File: config.mk
export PLATFORM = sky130hd
export DESIGN_NAME = tri_match_timer
export DESIGN_NICKNAME = d
export VERILOG_FILES = /design/src/rtl/tmt_pkg.sv /design/src/rtl/tmt_timer_unit.sv /design/src/rtl/tmt_datapath.sv /design/src/rtl/tmt_ctrl.sv /design/src/rtl/tri_match_timer.sv
export SDC_FILE = /design/constraint.sdc
export NUM_CORES = 1
export LEC_CHECK = 0
export BUFFER_PORTS_ARGS = -buffer_cell sky130_fd_sc_hd__buf_2
export CORE_MARGIN = 1.5
export CORE_UTILIZATION = 50
export CTS_BUF_LIST = sky130_fd_sc_hd__clkbuf_16
export DETAILED_ROUTE_END_ITERATION = 8
export GPL_ROUTABILITY_DRIVEN = 0
export HOLD_SLACK_MARGIN = 0.05
export PLACE_DENSITY = 0.66
export SLEW_MARGIN = 20
export SYNTH_ARGS = -nofsm -noshare
export SYNTH_HDL_FRONTEND = slang
export SYNTH_SLANG_ARGS = --single-unit
File: constraint.sdc
create_clock -name clk -period 5.1 [get_ports clk]
set_input_delay 0.255 -clock clk [delete_from_list [all_inputs] [get_ports clk]]
set_output_delay 0.255 -clock clk [all_outputs]
set_load 0.05 [all_outputs]
File: src/rtl/tmt_pkg.sv
package tmt_pkg;
  localparam int NUM_TMR   = 3;
  localparam int DATA_W    = 32;
  localparam int ADDR_W    = 8;
  localparam int BANK_B    = 16;
  localparam int CTRL_OFS  = NUM_TMR * BANK_B;
  localparam int STAT_OFS  = CTRL_OFS + 4;
  localparam int MASK_OFS  = CTRL_OFS + 8;
  localparam int END_OFS   = CTRL_OFS + 12;
  localparam int EVT_W     = 3 * NUM_TMR;
  localparam int CTRL_W    = EVT_W + 1;
  localparam int DIR_BIT   = EVT_W;

  // strobes from register control to the timer datapath
  typedef struct packed {
    logic [NUM_TMR-1:0] cntWr;
    logic [NUM_TMR-1:0] rldWr;
    logic [NUM_TMR-1:0] m1Wr;
    logic [NUM_TMR-1:0] m2Wr;
    logic [NUM_TMR-1:0] advance;
    logic               countUp;
    logic [DATA_W-1:0]  data;
  } tmtStrobe_t;
endpackage

File: src/rtl/tmt_timer_unit.sv
module tmt_timer_unit
  import tmt_pkg::*;
(
  input  logic              clk,
  input  logic              rstN,
  input  logic              cntWr,
  input  logic              rldWr,
  input  logic              m1Wr,
  input  logic              m2Wr,
  input  logic              advance,
  input  logic              countUp,
  input  logic [DATA_W-1:0] wrData,
  output logic [DATA_W-1:0] cnt,
  output logic [DATA_W-1:0] rld,
  output logic [DATA_W-1:0] m1,
  output logic [DATA_W-1:0] m2,
  output logic              evtM1,
  output logic              evtM2,
  output logic              evtOvf
);
  logic atEnd;
  logic stepOk;

  assign atEnd  = countUp ? (cnt == {DATA_W{1'b1}}) : (cnt == '0);
  // a software counter write pre-empts the step and its events
  assign stepOk = advance && !cntWr;
  assign evtOvf = stepOk && atEnd;
  assign evtM1  = stepOk && (cnt == m1);
  assign evtM2  = stepOk && (cnt == m2);

  always_ff @(posedge clk or negedge rstN) begin
    if (!rstN) begin
      cnt <= '0;
    end else if (cntWr) begin
      cnt <= wrData;
    end else if (stepOk) begin
      if (atEnd)        cnt <= rld;
      else if (countUp) cnt <= cnt + 1'b1;
      else              cnt <= cnt - 1'b1;
    end
  end

  always_ff @(posedge clk or negedge rstN) begin
    if (!rstN) begin
      rld <= '0;
      m1  <= '0;
      m2  <= '0;
    end else begin
      if (rldWr) rld <= wrData;
      if (m1Wr)  m1  <= wrData;
      if (m2Wr)  m2  <= wrData;
    end
  end
endmodule

File: src/rtl/tmt_datapath.sv
module tmt_datapath
  import tmt_pkg::*;
(
  input  logic                           clk,
  input  logic                           rstN,
  input  tmtStrobe_t                     strobe,
  output logic [NUM_TMR-1:0][DATA_W-1:0] cntVal,
  output logic [NUM_TMR-1:0][DATA_W-1:0] rldVal,
  output logic [NUM_TMR-1:0][DATA_W-1:0] m1Val,
  output logic [NUM_TMR-1:0][DATA_W-1:0] m2Val,
  output logic [EVT_W-1:0]               rawEvt
);
  for (genvar g = 0; g < NUM_TMR; g++) begin : g_tmr
    tmt_timer_unit u_unit (
      .clk     (clk),
      .rstN    (rstN),
      .cntWr   (strobe.cntWr[g]),
      .rldWr   (strobe.rldWr[g]),
      .m1Wr    (strobe.m1Wr[g]),
      .m2Wr    (strobe.m2Wr[g]),
      .advance (strobe.advance[g]),
      .countUp (strobe.countUp),
      .wrData  (strobe.data),
      .cnt     (cntVal[g]),
      .rld     (rldVal[g]),
      .m1      (m1Val[g]),
      .m2      (m2Val[g]),
      .evtM1   (rawEvt[3*g]),
      .evtM2   (rawEvt[3*g+1]),
      .evtOvf  (rawEvt[3*g+2])
    );
  end
endmodule

File: src/rtl/tmt_ctrl.sv
module tmt_ctrl
  import tmt_pkg::*;
(
  input  logic                           clk,
  input  logic                           rstN,
  input  logic                           wrEn,
  input  logic [ADDR_W-1:0]              addr,
  input  logic [DATA_W-1:0]              wrData,
  input  logic [NUM_TMR-1:0]             extTick,
  input  logic [NUM_TMR-1:0][DATA_W-1:0] cntVal,
  input  logic [NUM_TMR-1:0][DATA_W-1:0] rldVal,
  input  logic [NUM_TMR-1:0][DATA_W-1:0] m1Val,
  input  logic [NUM_TMR-1:0][DATA_W-1:0] m2Val,
  input  logic [EVT_W-1:0]               rawEvt,
  output tmtStrobe_t                     strobe,
  output logic [CTRL_W-1:0]              ctrlReg,
  output logic [EVT_W-1:0]               statusReg,
  output logic [EVT_W-1:0]               maskReg,
  output logic [DATA_W-1:0]              rdData,
  output logic                           irq
);
  localparam int WORD_W = ADDR_W - 2;

  logic [WORD_W-1:0]  wordIdx;
  logic               aligned;
  logic               ctrlHit, statHit, maskHit;
  logic [NUM_TMR-1:0] inBank;
  logic [NUM_TMR-1:0] cntWrV, rldWrV, m1WrV, m2WrV, advV;
  logic [EVT_W-1:0]   gatedEvt;
  logic [EVT_W-1:0]   clearBits;

  assign wordIdx = addr[ADDR_W-1:2];
  assign aligned = (addr[1:0] == 2'b00);
  assign ctrlHit = aligned && (wordIdx == WORD_W'(CTRL_OFS / 4));
  assign statHit = aligned && (wordIdx == WORD_W'(STAT_OFS / 4));
  assign maskHit = aligned && (wordIdx == WORD_W'(MASK_OFS / 4));

  always_comb begin
    for (int t = 0; t < NUM_TMR; t++) begin
      inBank[t]       = aligned && (wordIdx[WORD_W-1:2] == (WORD_W-2)'(t));
      cntWrV[t]       = wrEn && inBank[t] && (wordIdx[1:0] == 2'd0);
      rldWrV[t]       = wrEn && inBank[t] && (wordIdx[1:0] == 2'd1);
      m1WrV[t]        = wrEn && inBank[t] && (wordIdx[1:0] == 2'd2);
      m2WrV[t]        = wrEn && inBank[t] && (wordIdx[1:0] == 2'd3);
      advV[t]         = ctrlReg[3*t] && (ctrlReg[3*t+1] ? extTick[t] : 1'b1);
      gatedEvt[3*t]   = rawEvt[3*t];
      gatedEvt[3*t+1] = rawEvt[3*t+1];
      gatedEvt[3*t+2] = rawEvt[3*t+2] && ctrlReg[3*t+2];
    end
  end

  always_comb begin
    strobe.cntWr   = cntWrV;
    strobe.rldWr   = rldWrV;
    strobe.m1Wr    = m1WrV;
    strobe.m2Wr    = m2WrV;
    strobe.advance = advV;
    strobe.countUp = ctrlReg[DIR_BIT];
    strobe.data    = wrData;
  end

  assign clearBits = (wrEn && statHit) ? wrData[EVT_W-1:0] : '0;

  always_ff @(posedge clk or negedge rstN) begin
    if (!rstN) begin
      ctrlReg   <= '0;
      statusReg <= '0;
      maskReg   <= '0;
    end else begin
      if (wrEn && ctrlHit) ctrlReg <= wrData[CTRL_W-1:0];
      if (wrEn && maskHit) maskReg <= wrData[EVT_W-1:0];
      // new events override a simultaneous clear
      statusReg <= (statusReg & ~clearBits) | gatedEvt;
    end
  end

  always_comb begin
    rdData = '0;
    for (int t = 0; t < NUM_TMR; t++) begin
      if (inBank[t]) begin
        case (wordIdx[1:0])
          2'd0:    rdData = cntVal[t];
          2'd1:    rdData = rldVal[t];
          2'd2:    rdData = m1Val[t];
          default: rdData = m2Val[t];
        endcase
      end
    end
    if (ctrlHit) rdData[CTRL_W-1:0] = ctrlReg;
    if (statHit) rdData[EVT_W-1:0]  = statusReg;
    if (maskHit) rdData[EVT_W-1:0]  = maskReg;
  end

  assign irq = |(statusReg & ~maskReg);
endmodule

File: src/rtl/tri_match_timer.sv
module tri_match_timer
  import tmt_pkg::*;
(
  input  logic               clk,
  input  logic               rstN,
  input  logic               wrEn,
  input  logic [ADDR_W-1:0]  addr,
  input  logic [DATA_W-1:0]  wrData,
  output logic [DATA_W-1:0]  rdData,
  input  logic [NUM_TMR-1:0] extTick,
  output logic               irq
);
  tmtStrobe_t                     strobe;
  logic [CTRL_W-1:0]              ctrlReg;
  logic [EVT_W-1:0]               statusReg;
  logic [EVT_W-1:0]               maskReg;
  logic [EVT_W-1:0]               rawEvt;
  logic [NUM_TMR-1:0][DATA_W-1:0] cntVal, rldVal, m1Val, m2Val;

  tmt_ctrl u_ctrl (
    .clk       (clk),
    .rstN      (rstN),
    .wrEn      (wrEn),
    .addr      (addr),
    .wrData    (wrData),
    .extTick   (extTick),
    .cntVal    (cntVal),
    .rldVal    (rldVal),
    .m1Val     (m1Val),
    .m2Val     (m2Val),
    .rawEvt    (rawEvt),
    .strobe    (strobe),
    .ctrlReg   (ctrlReg),
    .statusReg (statusReg),
    .maskReg   (maskReg),
    .rdData    (rdData),
    .irq       (irq)
  );

  tmt_datapath u_dp (
    .clk    (clk),
    .rstN   (rstN),
    .strobe (strobe),
    .cntVal (cntVal),
    .rldVal (rldVal),
    .m1Val  (m1Val),
    .m2Val  (m2Val),
    .rawEvt (rawEvt)
  );
endmodule

==> results of run 1 <==
-- sequential cells by signal, indices dropped and copies added (netlist names) --
register / flops
u_dp.g_tmr.u_unit.cnt: 96
u_dp.g_tmr.u_unit.m1: 96
u_dp.g_tmr.u_unit.rld: 96
u_ctrl.ctrlReg: 10
u_dp.g_tmr.u_unit.m2: 96
u_ctrl.maskReg: 9
u_ctrl.statusReg: 9
-- cell type report --
class / instances / area, sq um / share of cell area, %
timing repair buffer: 114 / 722 / 2.39
clock buffer: 47 / 1180 / 3.90
multi-input combinational: 2077 / 16500 / 54.6
sequential: 412 / 10300 / 34.2
clock inverter: 41 / 437 / 1.45
inverter: 42 / 159 / 0.527
tap: 704 / 881 / 2.92
-- power breakdown --
| part | switching, mW | internal, mW | total, mW |
|---|---|---|---|
| registers | 0.801 | 3.59 | 4.39 |
| clock network | 1.49 | 2.14 | 3.63 |
| logic | 1.90 | 1.39 | 3.29 |
-- cell usage after synthesis (4+ instances only) --
library cell	number
sky130_fd_sc_hd__o211ai_1	11
sky130_fd_sc_hd__o21ai_1	10
sky130_fd_sc_hd__mux2i_1	41
sky130_fd_sc_hd__nand2b_1	9
sky130_fd_sc_hd__and3_1	11
sky130_fd_sc_hd__mux2_2	300
sky130_fd_sc_hd__a31oi_1	10
sky130_fd_sc_hd__ha_1	90
sky130_fd_sc_hd__nor2_1	147
sky130_fd_sc_hd__a211oi_1	20
sky130_fd_sc_hd__xor2_1	37
sky130_fd_sc_hd__o22ai_1	8
sky130_fd_sc_hd__o221ai_1	9
sky130_fd_sc_hd__a32o_1	9
sky130_fd_sc_hd__nor2b_1	14
sky130_fd_sc_hd__and2_1	5
sky130_fd_sc_hd__nor4_1	37
sky130_fd_sc_hd__xnor2_1	230
sky130_fd_sc_hd__a21o_1	51
sky130_fd_sc_hd__a21oi_1	255
sky130_fd_sc_hd__a221oi_1	6
sky130_fd_sc_hd__buf_4	8
sky130_fd_sc_hd__inv_1	42
sky130_fd_sc_hd__nand3_1	81
sky130_fd_sc_hd__or3_1	9
sky130_fd_sc_hd__or4_1	7
sky130_fd_sc_hd__a22oi_1	5
sky130_fd_sc_hd__nor3b_1	4
sky130_fd_sc_hd__a22o_1	4
sky130_fd_sc_hd__mux4_2	91
sky130_fd_sc_hd__o21bai_1	9
sky130_fd_sc_hd__or2_2	5
sky130_fd_sc_hd__buf_2	52
sky130_fd_sc_hd__nand4_1	89
sky130_fd_sc_hd__nor3_1	37
sky130_fd_sc_hd__clkbuf_1	114
sky130_fd_sc_hd__o21ai_0	149
sky130_fd_sc_hd__o31ai_1	13
sky130_fd_sc_hd__dfrtp_1	412
sky130_fd_sc_hd__nand2_1	193
sky130_fd_sc_hd__o21a_1	16
sky130_fd_sc_hd__buf_1	10
-- worst max-delay path, delay by kind of cell, from the launching register on --
family / cells / cell delay, ns
flip-flops: 1 / 0.38
XOR/XNOR: 1 / 0.15
AND/OR/NAND/NOR: 3 / 0.93
adder cells (fa/ha/maj): 1 / 0.39
buffers and inverters: 2 / 0.84
AO/OA/AOI/OAI: 5 / 1.09
-- stage by stage --
step	instance area [sq um]	worst slack (ns)	hold slack [ns]	power, mW	instances
3_3_place_gp	28500	1.38	0.332	7.54	3347
4_1_cts	30200	1.25	0.0778	11.2	3437
6_report	30200	1.12	0.0936	11.3	3437
5_1_grt	30200	0.900	0.0954	11.7	3437
3_5_place_dp	28500	1.29	0.334	7.61	3347
2_1_floorplan	27700	0.634	-0.0406	6.40	2719
-- logic make-up after synthesis --
kind of cell,count (synthesis),share of synthesized area (%)
XOR/XNOR,267,8.45
buffers and inverters,230,3.54
adder cells (fa/ha/maj),93,4.29
AO/OA/AOI/OAI,620,13.7
AND/OR/NAND/NOR,661,11.5
flip-flops,412,37.3
multiplexers,436,21.3
-- routing by layer --
metal  track usage (%)  up-vias
li1                  -     9964
met1              44.2    11700
met2              53.3     1279
met3              5.45      295
met4              18.3        0
met5                 0        -
-- timing repair --
item,4_1_cts,5_1_grt
hold buffers,2,0
resized for setup,0,0
endpoints found under the setup margin,0,0
hold endpoints to repair,84,0
-- worst max-delay path by stage --
| stage | to | slack (ns) | depth (start not counted) |
|---|---|---|---|
| after floorplan | u_dp.g_tmr[0].u_unit.cnt[31] | 0.63 | 12 |
| after global placement | u_dp.g_tmr[2].u_unit.cnt[28] | 1.38 | 12 |
| after detailed placement | u_dp.g_tmr[2].u_unit.cnt[24] | 1.29 | 12 |
| after CTS | u_dp.g_tmr[2].u_unit.cnt[24] | 1.25 | 12 |
| after global routing | u_dp.g_tmr[2].u_unit.cnt[24] | 0.90 | 12 |
| final | u_dp.g_tmr[2].u_unit.cnt[24] | 1.12 | 12 |
==> flow_results.xml, run 1 <==
<?xml version="1.0" encoding="UTF-8"?>
<metrics>
  <group name="outcome">
    <metric name="run_status" unit="">completed</metric>
  </group>
  <group name="routing">
    <metric name="avgViaCountPerCell" unit="">6.76</metric>
    <metric name="routedWlPerCell" unit="microns">27.9</metric>
    <metric name="drt-pass1-iter-count" unit="">6</metric>
    <metric name="remaining_drc_errors" unit="">0</metric>
    <metric name="met1_length" unit="mm">37.4</metric>
    <metric name="met2_length" unit="mm">44.3</metric>
    <metric name="ant_nets" unit="">0</metric>
    <metric name="detailedRoute.firstIterationViolations" unit="">2734</metric>
    <metric name="top_signal_layer_used" unit="">met4</metric>
    <metric name="met3_length" unit="mm">8.04</metric>
    <metric name="wirelength" unit="mm">95.8</metric>
    <metric name="route.vias.total" unit="">23200</metric>
  </group>
  <group name="floorplan">
    <metric name="design.core.area" unit="sq um">54900</metric>
    <metric name="dieArea" unit="sq um">56800</metric>
    <metric name="die_h" unit="microns">238</metric>
    <metric name="floorplan.die.width" unit="microns">238</metric>
    <metric name="initial_core_util" unit="%">50.4</metric>
    <metric name="io_pins" unit="">79</metric>
    <metric name="fp-row-count" unit="">86</metric>
  </group>
  <group name="clocking">
    <metric name="clockRootBuffer" unit="">sky130_fd_sc_hd__clkbuf_16</metric>
    <metric name="clock_sinks" unit="">412</metric>
    <metric name="clock_latency" unit="ns">0.61</metric>
    <metric name="cts_setup_buffers" unit="">0</metric>
    <metric name="cts_tree" unit="">built</metric>
    <metric name="cts_max_level" unit="">2</metric>
    <metric name="clk_slew_on_worst_s_h_paths" unit="ns">0.06</metric>
    <metric name="clockBufferDepth" unit="">3</metric>
    <metric name="cts_made_buffers" unit="">47</metric>
  </group>
  <group name="grt">
    <metric name="number_of_antenna_violations_at_the_first_check_in_global_routing" unit="">1</metric>
    <metric name="grt_pass1_vias" unit="">22600</metric>
    <metric name="grt_use_total" unit="%">33.6</metric>
    <metric name="overflow" unit="">0</metric>
    <metric name="wire_length_of_the_first_global_routing_pass" unit="mm">144</metric>
    <metric name="grt_max_degree" unit="">143</metric>
  </group>
  <group name="timing">
    <metric name="tightestPinTransition" unit="ns">1.15</metric>
    <metric name="timing.clock.skew" unit="ns">0.0292</metric>
    <metric name="max_clock_freq" unit="MHz">251</metric>
    <metric name="timing.slew.headroom" unit="%">23.1</metric>
    <metric name="setup_viol" unit="">0</metric>
    <metric name="totalNegativeSetupSlack" unit="ns">0</metric>
    <metric name="rsz0062_at_grt" unit="">false</metric>
    <metric name="final-max-slew-violation-count" unit="">0</metric>
    <metric name="part_of_the_cycle_the_worst_path_needs" unit="%">78.1</metric>
    <metric name="finalHoldViolCount" unit="">0</metric>
    <metric name="post-route-min-period" unit="ns">3.98</metric>
  </group>
  <group name="logic_synthesis">
    <metric name="post_synthesis_cell_type_with_the_largest_combined_area" unit="">sky130_fd_sc_hd__dfrtp_1</metric>
    <metric name="synth_edf_count" unit="">0</metric>
    <metric name="synth.net_count" unit="">2858</metric>
    <metric name="top_area_cells_in_the_synthesized_netlist" unit="">sky130_fd_sc_hd__dfrtp_1 (37%), sky130_fd_sc_hd__mux2_2 (12%), sky130_fd_sc_hd__mux4_2 (7.4%)</metric>
    <metric name="async_flop_share" unit="%">100</metric>
    <metric name="yosysTopAreaCellShare" unit="%">37.3</metric>
    <metric name="average_cell_area_after_synthesis" unit="sq um">10.2</metric>
    <metric name="post_synth_num_cell_types" unit="">83</metric>
    <metric name="yosys_warnings" unit="">0</metric>
    <metric name="post_synth_instance_area" unit="sq um">27700</metric>
    <metric name="postSynth.topFlopCell" unit="">sky130_fd_sc_hd__dfrtp_1</metric>
    <metric name="seq_area_frac_synth" unit="%">37.3</metric>
    <metric name="ys_ff_latch" unit="">412</metric>
    <metric name="syn-instance-count" unit="">2719</metric>
  </group>
  <group name="setup_path">
    <metric name="cp_common_cell" unit="">sky130_fd_sc_hd__o21ai_0</metric>
    <metric name="setup_crit_start_kind" unit="">register</metric>
    <metric name="regToRegStartpoint" unit="">u_ctrl.ctrlReg[9]</metric>
    <metric name="worst-r2r-setup-slack" unit="ns">1.12</metric>
    <metric name="critical_path.startpoint" unit="">u_ctrl.ctrlReg[9]</metric>
    <metric name="critPathCaptureType" unit="">register</metric>
    <metric name="crit_path_top_delay_cell" unit="">sky130_fd_sc_hd__nor3_1</metric>
    <metric name="worstRegToRegCells" unit="">12</metric>
    <metric name="worst-endpoint-arrival" unit="ns">4.43</metric>
    <metric name="worstPathRequired" unit="ns">5.55</metric>
    <metric name="path_max_fanout" unit="">62</metric>
    <metric name="critPathKind" unit="">register to register</metric>
    <metric name="worst_path_largest_cell_delay" unit="ns">0.49</metric>
    <metric name="r2r_end" unit="">u_dp.g_tmr[2].u_unit.cnt[24]</metric>
    <metric name="critical_path.cell_chain" unit="">clkinv_2, buf_12, ha_1, and2b_1, o21ai_0, a2111oi_2, nor3_1, nand4_1, a41oi_2, o31ai_1, xnor2_1, o21ai_0</metric>
  </group>
  <group name="place">
    <metric name="port_buffers" unit="">78</metric>
    <metric name="detailedPlacementHpwl" unit="mm">67.7</metric>
  </group>
  <group name="final_layout">
    <metric name="layout_cell_share_with_drive_strength_beyond_1" unit="%">22.8</metric>
    <metric name="layout.cells.most_common_list" unit="">sky130_fd_sc_hd__dfrtp_1 (412), sky130_fd_sc_hd__mux2_2 (300), sky130_fd_sc_hd__a21oi_1 (255), sky130_fd_sc_hd__xnor2_1 (230), sky130_fd_sc_hd__nand2_1 (193)</metric>
    <metric name="final_core_util" unit="%">55.0</metric>
    <metric name="antenna_cells" unit="">0</metric>
    <metric name="finish.net_count" unit="">2833</metric>
    <metric name="fillCellCount" unit="">4794</metric>
    <metric name="layout-area-overhead-vs-synth" unit="%">9.03</metric>
    <metric name="final_common_cell" unit="">sky130_fd_sc_hd__dfrtp_1</metric>
  </group>
  <group name="min_path">
    <metric name="whs_endpoint" unit="">u_dp.g_tmr[1].u_unit.cnt[5]</metric>
    <metric name="whs_path_depth" unit="">3</metric>
    <metric name="timing.hold.worst.start" unit="">wrData[5]</metric>
    <metric name="worstHoldPathType" unit="">input port to register</metric>
  </group>
  <group name="power_and_ir_drop">
    <metric name="worst_ir_drop_vdd" unit="mV">0.226</metric>
    <metric name="cellLeakagePower" unit="nW">13.0</metric>
    <metric name="power.density" unit="nW/um^2">375</metric>
  </group>
  <group name="job">
    <metric name="cap_viol_max_count" unit="">0</metric>
  </group>
</metrics>
Note: power is estimated with default switching activity, not from simulation.
==> inputs of run 2 (changes only) <==
PLACE_DENSITY = 0.69   (was 0.66)
clock period = 3.27 ns   (was 5.1 ns; I/O delays follow)
==> flow_results.xml, run 2 (synthesized netlist as in run 1, its figures left out) <==
<?xml version="1.0" encoding="UTF-8"?>
<metrics>
  <group name="timing">
    <metric name="final-max-slew-violation-count" unit="">0</metric>
    <metric name="setup_viol" unit="">0</metric>
    <metric name="tightestPinTransition" unit="ns">0.973</metric>
    <metric name="final.hold.worst_slack" unit="ns">0.0883</metric>
    <metric name="finalHoldViolCount" unit="">0</metric>
    <metric name="timing.clock.skew" unit="ns">0.0196</metric>
    <metric name="totalNegativeSetupSlack" unit="ns">0</metric>
    <metric name="timing.slew.headroom" unit="%">34.5</metric>
    <metric name="max_clock_freq" unit="MHz">314</metric>
    <metric name="part_of_the_cycle_the_worst_path_needs" unit="%">97.5</metric>
    <metric name="post-route-min-period" unit="ns">3.19</metric>
    <metric name="rsz0062_at_grt" unit="">true</metric>
  </group>
  <group name="place">
    <metric name="detailedPlacementHpwl" unit="mm">70.8</metric>
    <metric name="port_buffers" unit="">78</metric>
    <metric name="placed_area" unit="sq um">30200</metric>
  </group>
  <group name="final_layout">
    <metric name="final_design_area_no_fill" unit="sq um">31900</metric>
    <metric name="fillCellCount" unit="">4514</metric>
    <metric name="finish.net_count" unit="">3029</metric>
    <metric name="layout-area-overhead-vs-synth" unit="%">15.4</metric>
    <metric name="layout_cell_share_with_drive_strength_beyond_1" unit="%">28.1</metric>
    <metric name="layout.cells.most_common_list" unit="">sky130_fd_sc_hd__dfrtp_1 (412), sky130_fd_sc_hd__mux2_2 (300), sky130_fd_sc_hd__a21oi_1 (247), sky130_fd_sc_hd__xnor2_1 (230), sky130_fd_sc_hd__buf_4 (202)</metric>
    <metric name="final_core_util" unit="%">58.2</metric>
    <metric name="final_common_cell" unit="">sky130_fd_sc_hd__dfrtp_1</metric>
  </group>
  <group name="min_path">
    <metric name="whs_path_depth" unit="">3</metric>
    <metric name="timing.hold.worst.start" unit="">wrData[30]</metric>
    <metric name="whs_endpoint" unit="">u_dp.g_tmr[1].u_unit.cnt[30]</metric>
    <metric name="worstHoldPathType" unit="">input port to register</metric>
  </group>
  <group name="setup_path">
    <metric name="r2r_end" unit="">u_dp.g_tmr[1].u_unit.cnt[30]</metric>
    <metric name="worstRegToRegCells" unit="">14</metric>
    <metric name="setup_crit_start_kind" unit="">register</metric>
    <metric name="worst-r2r-setup-slack" unit="ns">0.08</metric>
    <metric name="worstPathRequired" unit="ns">3.74</metric>
    <metric name="critPathCaptureType" unit="">register</metric>
    <metric name="critPathKind" unit="">register to register</metric>
    <metric name="path_max_fanout" unit="">24</metric>
    <metric name="worst-endpoint-arrival" unit="ns">3.66</metric>
    <metric name="regToRegStartpoint" unit="">u_ctrl.ctrlReg[9]</metric>
  </group>
  <group name="routing">
    <metric name="remaining_drc_errors" unit="">0</metric>
    <metric name="ant_nets" unit="">0</metric>
    <metric name="wirelength" unit="mm">97.1</metric>
    <metric name="routedWlPerCell" unit="microns">26.8</metric>
    <metric name="detailedRoute.firstIterationViolations" unit="">3002</metric>
    <metric name="route.vias.total" unit="">24300</metric>
    <metric name="avgViaCountPerCell" unit="">6.69</metric>
    <metric name="drt-pass1-iter-count" unit="">8</metric>
  </group>
  <group name="clocking">
    <metric name="clock_sinks" unit="">412</metric>
    <metric name="clockBufferDepth" unit="">3</metric>
    <metric name="cts_made_buffers" unit="">46</metric>
    <metric name="cts_max_level" unit="">2</metric>
    <metric name="clockRootBuffer" unit="">sky130_fd_sc_hd__clkbuf_16</metric>
    <metric name="clk_slew_on_worst_s_h_paths" unit="ns">0.06</metric>
    <metric name="cts_tree" unit="">built</metric>
    <metric name="clock_latency" unit="ns">0.60</metric>
  </group>
  <group name="grt">
    <metric name="number_of_antenna_violations_at_the_first_check_in_global_routing" unit="">2</metric>
    <metric name="overflow" unit="">0</metric>
    <metric name="grt_pass1_vias" unit="">23700</metric>
    <metric name="grt_max_degree" unit="">90</metric>
    <metric name="grt_use_total" unit="%">33.8</metric>
    <metric name="wire_length_of_the_first_global_routing_pass" unit="mm">145</metric>
  </group>
  <group name="power_and_ir_drop">
    <metric name="cellLeakagePower" unit="nW">14.0</metric>
    <metric name="worst_ir_drop_vdd" unit="mV">0.415</metric>
    <metric name="power.density" unit="nW/um^2">559</metric>
  </group>
  <group name="floorplan">
    <metric name="floorplan.die.width" unit="microns">238</metric>
    <metric name="design.core.area" unit="sq um">54900</metric>
    <metric name="fp-row-count" unit="">86</metric>
    <metric name="initial_core_util" unit="%">50.4</metric>
    <metric name="die_h" unit="microns">238</metric>
    <metric name="dieArea" unit="sq um">56800</metric>
    <metric name="io_pins" unit="">79</metric>
  </group>
  <group name="job">
    <metric name="cap_viol_max_count" unit="">0</metric>
  </group>
  <group name="outcome">
    <metric name="run_status" unit="">completed</metric>
  </group>
</metrics>
-- run 2: cell count changes in the layout (fill, tap and decap cells not counted), sizes merged --
cell	previous run	this run
buf	112	296
dlygate4sd3	2	14
bufinv	9	3
inv	49	53
clkinv	23	20
diode	0	1
-- run 2: worst max-delay path by stage --
stage               cells past startpoint                      endpoint              start  slack, ns
floorplan                              12  u_dp.g_tmr[2].u_unit.cnt[29]  u_ctrl.ctrlReg[9]      -0.96
global placement                       13  u_dp.g_tmr[2].u_unit.cnt[28]  u_ctrl.ctrlReg[9]       0.04
detailed placement                     13  u_dp.g_tmr[2].u_unit.cnt[29]  u_ctrl.ctrlReg[9]       0.01
CTS                                    13  u_dp.g_tmr[2].u_unit.cnt[29]  u_ctrl.ctrlReg[9]      0.003
global route                           13  u_dp.g_tmr[2].u_unit.cnt[24]  u_ctrl.ctrlReg[9]      -0.09
finish                                 14  u_dp.g_tmr[1].u_unit.cnt[30]  u_ctrl.ctrlReg[9]       0.08
-- run 2: area by class of cell --
type                    instances  area (sq um)  area share [%]
diodes                          1          2.50         0.00784
clock buffers                  46          1150            3.61
clock inverters                36           250           0.784
inverters                      42           161           0.506
multi-input cells            2077         16700            52.4
flip-flops and latches        412         10300            32.3
well taps                     704           881            2.76
repair buffers                311          2430            7.62
-- run 2: worst max-delay path, stage by stage (launching register included) --
cell	delay (ns)
sky130_fd_sc_hd__dfrtp_1	0.39
sky130_fd_sc_hd__clkinvlp_4	0.13
sky130_fd_sc_hd__buf_4	0.21
sky130_fd_sc_hd__buf_16	0.19
sky130_fd_sc_hd__ha_1	0.32
sky130_fd_sc_hd__and4_1	0.24
sky130_fd_sc_hd__and3_1	0.20
sky130_fd_sc_hd__a22o_1	0.17
sky130_fd_sc_hd__a21oi_1	0.11
sky130_fd_sc_hd__buf_4	0.15
sky130_fd_sc_hd__a22oi_1	0.10
sky130_fd_sc_hd__a221o_1	0.36
sky130_fd_sc_hd__a21oi_2	0.16
sky130_fd_sc_hd__xor2_1	0.23
sky130_fd_sc_hd__o21ai_0	0.10
-- run 2: report_power, final --
group,switching [mW],internal [mW]
clock,2.21,2.78
sequential,0.949,5.61
combinational,3.50,2.80
-- run 2: routing by layer --
layer,track usage (%),share of wire (%)
met5,0,0.013
met4,22.5,7.8
met3,6.25,10
met2,51.4,44
met1,44.3,38
-- run 2: timing repair --
action | in CTS | in global routing
buffers inserted | 0 | 1
hold endpoints to repair | 107 | 0
hold buffers | 14 | 0
gates resized for setup | 0 | 31
setup endpoints to repair | 0 | 25
-- run 2: metrics by stage --
| step | std cells | total power [mW] | worst slack [ns] |
|---|---|---|---|
| after floorplan | 2719 | 10.0 | -0.960 |
| after global placement | 3530 | 12.4 | 0.0407 |
| after detailed placement | 3530 | 12.6 | 0.0143 |
| after CTS | 3626 | 17.6 | 0.00292 |
| after global routing | 3629 | 18.5 | -0.0923 |
| final | 3629 | 17.8 | 0.0813 |
==> inputs of run 3 (changes only) <==
CORE_UTILIZATION = 58   (was 50)
PLACE_DENSITY = 0.78   (was 0.69)
==> flow_results.xml, run 3 (synthesized netlist as in run 1, its figures left out) <==
<?xml version="1.0" encoding="UTF-8"?>
<metrics>
  <group name="setup_path">
    <metric name="cp_common_cell" unit="">sky130_fd_sc_hd__a2111oi_4</metric>
    <metric name="crit_path_top_delay_cell" unit="">sky130_fd_sc_hd__dfrtp_1</metric>
    <metric name="critical_path.startpoint" unit="">u_ctrl.ctrlReg[9]</metric>
    <metric name="path_max_fanout" unit="">10</metric>
    <metric name="worst-endpoint-arrival" unit="ns">3.70</metric>
    <metric name="critical_path.cell_chain" unit="">clkinvlp_4, buf_12, buf_4, clkbuf_16, ha_2, inv_1, o211a_1, nor4_2, o21ai_2, a2111oi_4, nor2_2, a2111oi_4, o21a_1, o31ai_2</metric>
    <metric name="regToRegStartpoint" unit="">u_ctrl.ctrlReg[9]</metric>
    <metric name="worst_path_largest_cell_delay" unit="ns">0.41</metric>
    <metric name="worst-r2r-setup-slack" unit="ns">0.03</metric>
    <metric name="critPathKind" unit="">register to register</metric>
    <metric name="worstRegToRegCells" unit="">14</metric>
    <metric name="r2r_end" unit="">u_dp.g_tmr[2].u_unit.cnt[29]</metric>
    <metric name="critPathCaptureType" unit="">register</metric>
    <metric name="worstPathRequired" unit="ns">3.73</metric>
    <metric name="setup_crit_start_kind" unit="">register</metric>
  </group>
  <group name="clocking">
    <metric name="clockBufferDepth" unit="">3</metric>
    <metric name="cts_tree" unit="">built</metric>
    <metric name="clock_sinks" unit="">412</metric>
    <metric name="cts_made_buffers" unit="">44</metric>
    <metric name="clock_latency" unit="ns">0.59</metric>
    <metric name="clk_slew_on_worst_s_h_paths" unit="ns">0.06</metric>
    <metric name="cts_max_level" unit="">2</metric>
    <metric name="clockRootBuffer" unit="">sky130_fd_sc_hd__clkbuf_16</metric>
  </group>
  <group name="place">
    <metric name="setup_slack_at_placement" unit="ns">-0.0495</metric>
    <metric name="placed_area" unit="sq um">29300</metric>
    <metric name="port_buffers" unit="">78</metric>
    <metric name="placedCellCount" unit="">3337</metric>
    <metric name="detailedPlacementHpwl" unit="mm">67.9</metric>
  </group>
  <group name="power_and_ir_drop">
    <metric name="internal-power" unit="mW">10.9</metric>
    <metric name="power.share.clock" unit="%">27.8</metric>
    <metric name="cellLeakagePower" unit="nW">13.6</metric>
    <metric name="total_switching_power" unit="mW">6.65</metric>
    <metric name="power.share.switching" unit="%">37.9</metric>
    <metric name="comb_power_share" unit="%">34.9</metric>
    <metric name="power.density" unit="nW/um^2">562</metric>
    <metric name="p_total" unit="mW">17.5</metric>
    <metric name="worst_ir_drop_vdd" unit="mV">0.401</metric>
    <metric name="power_frac_seq" unit="%">37.2</metric>
  </group>
  <group name="final_layout">
    <metric name="fillCellCount" unit="">3364</metric>
    <metric name="final_core_util" unit="%">66.6</metric>
    <metric name="layout_cell_share_with_drive_strength_beyond_1" unit="%">26.2</metric>
    <metric name="finish.net_count" unit="">2945</metric>
    <metric name="area_occupied_by_multi_input_gates" unit="sq um">16800</metric>
    <metric name="layout.cells.most_common_list" unit="">sky130_fd_sc_hd__dfrtp_1 (412), sky130_fd_sc_hd__mux2_2 (300), sky130_fd_sc_hd__a21oi_1 (246), sky130_fd_sc_hd__xnor2_1 (230), sky130_fd_sc_hd__nand2_1 (192)</metric>
    <metric name="finish.cell_count_without_fillers" unit="">3441</metric>
    <metric name="layout-area-overhead-vs-synth" unit="%">12.7</metric>
    <metric name="final_design_area_no_fill" unit="sq um">31200</metric>
    <metric name="final_common_cell" unit="">sky130_fd_sc_hd__dfrtp_1</metric>
    <metric name="seqCellArea" unit="sq um">10300</metric>
  </group>
  <group name="outcome">
    <metric name="run_status" unit="">complete, but fails checks</metric>
    <metric name="violations_in_the_final_reports" unit="">DRC</metric>
  </group>
  <group name="routing">
    <metric name="drt-pass1-iter-count" unit="">9</metric>
    <metric name="avgViaCountPerCell" unit="">7.12</metric>
    <metric name="routedWlPerCell" unit="microns">28.0</metric>
    <metric name="detailedRoute.firstIterationViolations" unit="">3502</metric>
    <metric name="wirelength" unit="mm">96.5</metric>
    <metric name="ant_nets" unit="">0</metric>
    <metric name="remaining_drc_errors" unit="">2</metric>
    <metric name="route.vias.total" unit="">24500</metric>
  </group>
  <group name="timing">
    <metric name="max_clock_freq" unit="MHz">309</metric>
    <metric name="final.hold.worst_slack" unit="ns">0.0650</metric>
    <metric name="post-route-min-period" unit="ns">3.24</metric>
    <metric name="totalNegativeSetupSlack" unit="ns">0</metric>
    <metric name="timing.clock.skew" unit="ns">0.0223</metric>
    <metric name="finalHoldViolCount" unit="">0</metric>
    <metric name="finalWorstSetupSlack" unit="ns">0.0343</metric>
    <metric name="tightestPinTransition" unit="ns">0.921</metric>
    <metric name="part_of_the_cycle_the_worst_path_needs" unit="%">99.0</metric>
    <metric name="timing.slew.headroom" unit="%">38.0</metric>
    <metric name="final-max-slew-violation-count" unit="">0</metric>
    <metric name="setup_viol" unit="">0</metric>
  </group>
  <group name="floorplan">
    <metric name="design.core.area" unit="sq um">46900</metric>
    <metric name="fp-row-count" unit="">79</metric>
    <metric name="die_h" unit="microns">221</metric>
    <metric name="floorplan.die.width" unit="microns">221</metric>
    <metric name="dieArea" unit="sq um">49000</metric>
    <metric name="initial_core_util" unit="%">59.1</metric>
    <metric name="io_pins" unit="">79</metric>
  </group>
  <group name="grt">
    <metric name="wire_length_of_the_first_global_routing_pass" unit="mm">146</metric>
    <metric name="grt_max_degree" unit="">107</metric>
    <metric name="number_of_antenna_violations_at_the_first_check_in_global_routing" unit="">4</metric>
    <metric name="grt_pass1_vias" unit="">23900</metric>
    <metric name="overflow" unit="">0</metric>
    <metric name="grt_use_total" unit="%">38.9</metric>
  </group>
  <group name="min_path">
    <metric name="timing.hold.worst.start" unit="">wrData[6]</metric>
    <metric name="worstHoldPathType" unit="">input port to register</metric>
    <metric name="whs_path_depth" unit="">3</metric>
    <metric name="whs_endpoint" unit="">u_dp.g_tmr[1].u_unit.cnt[6]</metric>
  </group>
  <group name="job">
    <metric name="cap_viol_max_count" unit="">0</metric>
  </group>
</metrics>
[run 3: cell type report]
cell class	instances	area share (%)
inverters	42	0.517
well taps	607	2.43
multi-input cells	2077	53.8
flip-flops and latches	412	33.0
clock inverters	27	0.658
clock buffers	46	3.69
diodes	1	0.00802
repair buffers	229	5.87
[run 3: what timing repair did]
item | in CTS | in global routing
pin swaps | 0 | 16
gates resized for setup | 3 | 46
hold endpoints to repair | 207 | 0
buffers inserted | 0 | 14
hold buffers | 14 | 0
setup endpoints to repair | 3 | 44
gates cloned | 0 | 2
[run 3: routing by layer]
layer | track usage [%] | up-vias | part of all wire, %
met5 | 0 | - | 0.034
met4 | 27.9 | 4 | 8.6
met3 | 10.0 | 499 | 12
met2 | 60.0 | 1872 | 45
met1 | 47.7 | 12000 | 35
li1 | - | 10200 | -
[run 3: worst max-delay path, delay by kind of cell, from the launching register on]
kind / cells / cell delay [ns]
AO/OA/AOI/OAI: 6 / 1.40
flip-flops: 1 / 0.41
AND/OR/NAND/NOR: 2 / 0.41
buffers and inverters: 5 / 0.66
adder cells (fa/ha/maj): 1 / 0.23
[run 3: power groups by stage]
stage,sequential [mW],combinational (mW),clock [mW]
finish,6.53,6.13,4.88
detailed placement,6.55,5.63,0
global placement,6.51,5.46,0
CTS,6.47,5.71,4.89
global route,6.58,6.44,5.08
floorplan,6.29,3.72,0
[run 3: worst max path at each step]
stage	to	slack, ns	cells after the start
floorplan	u_dp.g_tmr[2].u_unit.cnt[29]	-0.96	12
global placement	u_dp.g_tmr[0].u_unit.cnt[31]	-0.02	12
detailed placement	u_dp.g_tmr[0].u_unit.cnt[31]	-0.05	12
CTS	u_dp.g_tmr[2].u_unit.cnt[30]	0.005	11
global route	u_dp.g_tmr[2].u_unit.cnt[29]	-0.04	13
finish	u_dp.g_tmr[2].u_unit.cnt[29]	0.03	14
